File: src/rtl/win_int_pkg.sv
package win_int_pkg;
  localparam int DATA_W      = 16;
  localparam int MAX_PERSIST = 16;
  localparam int CNT_W       = $clog2(MAX_PERSIST + 1);

  typedef struct packed {
    logic cntInc;
    logic cntZero;
    logic flagSet;
    logic flagClr;
  } ctrlStrobes_t;
endpackage

File: src/rtl/win_int_datapath.sv
module win_int_datapath
  import win_int_pkg::*;
#(
  parameter int DW   = DATA_W,
  parameter int MAXC = MAX_PERSIST,
  localparam int CW  = $clog2(MAXC + 1)
) (
  input  logic          clk,
  input  logic          rstN,
  input  logic [DW-1:0] convData,
  input  logic [DW-1:0] thrLow,
  input  logic [DW-1:0] thrHigh,
  input  ctrlStrobes_t  strobes,
  output logic          outOfWindow,
  output logic [CW-1:0] runCount
);
  logic belowLow;
  logic aboveHigh;
  logic atCeiling;

  // Both compares are strict: a result equal to a bound stays inside the band.
  assign belowLow    = convData < thrLow;
  assign aboveHigh   = convData > thrHigh;
  assign outOfWindow = belowLow | aboveHigh;
  assign atCeiling   = (runCount == CW'(MAXC));

  always_ff @(posedge clk or negedge rstN) begin
    if (!rstN) begin
      runCount <= '0;
    end else if (strobes.cntZero) begin
      runCount <= '0;
    end else if (strobes.cntInc && !atCeiling) begin
      runCount <= runCount + 1'b1;
    end
  end
endmodule

File: src/rtl/win_int_control.sv
module win_int_control
  import win_int_pkg::*;
#(
  parameter int MAXC = MAX_PERSIST,
  localparam int CW  = $clog2(MAXC + 1)
) (
  input  logic          clk,
  input  logic          rstN,
  input  logic          convDone,
  input  logic          powerDown,
  input  logic          clearReq,
  input  logic          outOfWindow,
  input  logic [CW-1:0] runCount,
  input  logic [1:0]    persistSel,
  output ctrlStrobes_t  strobes,
  output logic          statusFlag
);
  logic [CW:0] needed;
  logic [CW:0] nextRun;
  logic        liveDone;

  // Persistence code to run length: 00 -> 1, 01 -> 4, 10 -> 8, 11 -> 16.
  always_comb begin
    if (persistSel == 2'b00) needed = (CW+1)'(1);
    else                     needed = (CW+1)'(4) << (persistSel - 2'd1);
  end

  assign liveDone = convDone && !powerDown;
  assign nextRun  = {1'b0, runCount} + 1'b1;

  always_comb begin
    strobes.cntZero = powerDown || (liveDone && !outOfWindow);
    strobes.cntInc  = liveDone && outOfWindow;
    strobes.flagSet = liveDone && outOfWindow && (nextRun >= needed);
    strobes.flagClr = clearReq;
  end

  // A fire taken at the same edge as a clear keeps the flag set.
  always_ff @(posedge clk or negedge rstN) begin
    if (!rstN)                statusFlag <= 1'b0;
    else if (strobes.flagSet) statusFlag <= 1'b1;
    else if (strobes.flagClr) statusFlag <= 1'b0;
  end
endmodule

File: src/rtl/winIntPersist.sv
module winIntPersist
  import win_int_pkg::*;
(
  input  logic              clk,
  input  logic              rstN,
  input  logic              convDone,
  input  logic [DATA_W-1:0] convData,
  input  logic [DATA_W-1:0] thrLow,
  input  logic [DATA_W-1:0] thrHigh,
  input  logic [1:0]        persistSel,
  input  logic              powerDown,
  input  logic              clearReq,
  output logic              statusFlag,
  output logic              irqN
);
  ctrlStrobes_t     strobes;
  logic             outOfWindow;
  logic [CNT_W-1:0] persistCount;

  win_int_datapath #(.DW(DATA_W), .MAXC(MAX_PERSIST)) uDatapath (
    .clk        (clk),
    .rstN       (rstN),
    .convData   (convData),
    .thrLow     (thrLow),
    .thrHigh    (thrHigh),
    .strobes    (strobes),
    .outOfWindow(outOfWindow),
    .runCount   (persistCount)
  );

  win_int_control #(.MAXC(MAX_PERSIST)) uControl (
    .clk        (clk),
    .rstN       (rstN),
    .convDone   (convDone),
    .powerDown  (powerDown),
    .clearReq   (clearReq),
    .outOfWindow(outOfWindow),
    .runCount   (persistCount),
    .persistSel (persistSel),
    .strobes    (strobes),
    .statusFlag (statusFlag)
  );

  assign irqN = ~statusFlag;
endmodule

File: config.mk
export PLATFORM = sky130hd
export DESIGN_NAME = winIntPersist
export DESIGN_NICKNAME = d
export VERILOG_FILES = /design/src/rtl/win_int_pkg.sv /design/src/rtl/win_int_datapath.sv /design/src/rtl/win_int_control.sv /design/src/rtl/winIntPersist.sv
export SDC_FILE = /design/constraint.sdc
export NUM_CORES = 1
export LEC_CHECK = 0
export ABC_AREA = 0
export BUFFER_PORTS_ARGS = -buffer_cell sky130_fd_sc_hd__clkbuf_2
export CORE_ASPECT_RATIO = 0.7
export CORE_UTILIZATION = 25
export DETAILED_ROUTE_END_ITERATION = 10
export PLACE_DENSITY = 0.46
export SLEW_MARGIN = 40
export SYNTH_ARGS = -nofsm -noshare
export SYNTH_HDL_FRONTEND = slang
export SYNTH_HIERARCHICAL = 1
export SYNTH_SLANG_ARGS = --single-unit
File: constraint.sdc
create_clock -name clk -period 4.4 [get_ports clk]
set_input_delay 0.44 -clock clk [delete_from_list [all_inputs] [get_ports clk]]
set_output_delay 0.44 -clock clk [all_outputs]
set_load 0.02 [all_outputs]
==> results.ini <==
[placement]
routabilityCongestion=0.725
pre_cts_ws_ns=1.81
place.port_buffers=56
dp_hpwl_mm=2.69

[critical_path]
worst_r2r_endpoint=uControl/statusFlag$_DFFE_PN0P_
path_common_cell=nor2_1
required_ns=4.50
crit_type=input port to register
r2r_slack_ns=2.75
ff2ff_path_depth=7
path_cells=clkbuf_2 > ha_1 > a21oi_1 > nor2_1 > a211oi_1 > o21ai_0 > o32ai_1 > nand3b_4 > inv_1 > nand2_1 > mux2i_1 > nor2_1
slowest_delay_ns=0.46
cpMaxStageDelayCell=o32ai_1
arrival_ns=2.47
reg2reg_from=uDatapath/runCount[1]$_DFFE_PN0P_
start_kind=input port
worstPathMaxFanout=5
endpoint_kind=register

[sta]
final.setup.tns_ns=0
hold_violations=0
fmax_mhz=421
rsz0062_at_grt=no
slew_headroom_pct=65.5
drv_slew=0
worstMarginPinSlew_ns=0.515
worst_slack_ns=2.03
setup_viol=0
finalClockSkew_ns=0.00128
hold_slack_ns=0.0538
final.min_clock_period_ns=2.37
period_share_pct=53.9

[die]
rows=21
start_util_pct=26.6
core_um2=4890
fp.dieH_um=62.3
ios=57
die_w_um=88.1
die_area_um2=5490

[routing]
routedWlPerCell_um=9.90
drt-vias-per-instance=4.11
routed_wl_mm=2.90
drc=0
drtIter0Drc=46
first_pass_iters=4
final_antenna_net_count=0
vias=1205

[cts]
cts_root_buf=clkbuf_8
htreeDepth=1
worstSkewPairLatency_ns=0.22
clk_path_buf_depth=2
clock_sinks=6
cts_made_buffers=3
hold_buffers=0
cts_tree=built
cts-resized-gates=0
clkSlewWorstSetupHoldPaths_ns=0.03
post-cts-setup-buffers=0

[finish]
area_delta_synth_final_pct=31.4
final_cell_mix=clkbuf_2 (56), ha_1 (39), inv_1 (37), a21oi_1 (12)
nets=320
layout_commonest_cell=clkbuf_2
seqCellArea_um2=150
num_antenna_cells=0
drive_gt1_share_pct=27.7
multi_input_area_um2=1010
fill_cells=556

[synthesis]
netlist_area_um2=1300
netlist_instances=165
syn_nets=259
avgSynthCellArea_um2=7.87
yosys_warnings=6

[grt]
track_usage_pct=10.9
grt_pass1_wl_mm=4.62
grt_max_degree=8
grt_pass1_vias=1076
antenna_found_initial=0
grt-ovfl-total=0

[power_and_ir_drop]
peakVddDrop_uv=87.4
leakagePower_nw=1.02
power_density_nw_per_um2=148

[hold_path]
hp-class=input port to async pin

[status]
status=finished, final reports clean

[job]
cap_violations=0

## layout make-up
type	count	area share, %
clock buffer	3	2.42
inverter	37	8.14
multi-input combinational	122	59.2
tap	69	5.06
sequential	6	8.80
timing repair buffer	56	16.4
## metrics by stage
stage | std cells | utilization [%] | cell area, um^2 | power, mW
2_1_floorplan | 165 | - | 1300 | 0.128
3_3_place_gp | 290 | 34.1 | 1670 | 0.175
3_5_place_dp | 290 | 34.1 | 1670 | 0.175
4_1_cts | 293 | 34.9 | 1710 | 0.257
5_1_grt | 293 | 34.9 | 1710 | 0.278
6_report | 293 | 34.9 | 1710 | 0.253
## flip-flops by register name, summed over array words and instances (netlist names)
register	flops
uControl/statusFlag	1
uDatapath/runCount	5
## where the power goes
group	leakage, nW	internal, mW	switching, mW
Combinational	0.918	0.0548	0.0588
Clock	0.0216	0.0585	0.0210
Sequential	0.0830	0.0572	0.00243
Total	1.02	0.170	0.0822
## worst max-delay path, delay by kind of cell
kind / cells / cell delay (ns)
muxes: 1 / 0.16
and+or+nand+nor: 4 / 0.35
adders and majority gates: 1 / 0.30
buffers and inverters: 2 / 0.25
AOI/OAI and AO/OA: 4 / 0.97
## worst max path at each step
stage,from,end,slack [ns],depth (start not counted)
3_5_place_dp,convData[1],uDatapath/runCount[1]$_DFFE_PN0P_,1.81,12
5_1_grt,convData[9],uDatapath/runCount[4]$_DFFE_PN0P_,1.87,12
3_3_place_gp,convData[9],uDatapath/runCount[4]$_DFFE_PN0P_,1.84,12
2_1_floorplan,thrHigh[1],uDatapath/runCount[4]$_DFFE_PN0P_,2.13,12
6_report,convData[9],uDatapath/runCount[1]$_DFFE_PN0P_,2.03,12
4_1_cts,convData[9],uDatapath/runCount[1]$_DFFE_PN0P_,2.04,12
## routing by layer
layer  routed length, um  GRT usage, %
met5                   0             0
met4                   0          1.21
met3                 220          3.99
met2                 988          13.6
met1                1690          17.5
(Power assumes the default switching activity.)
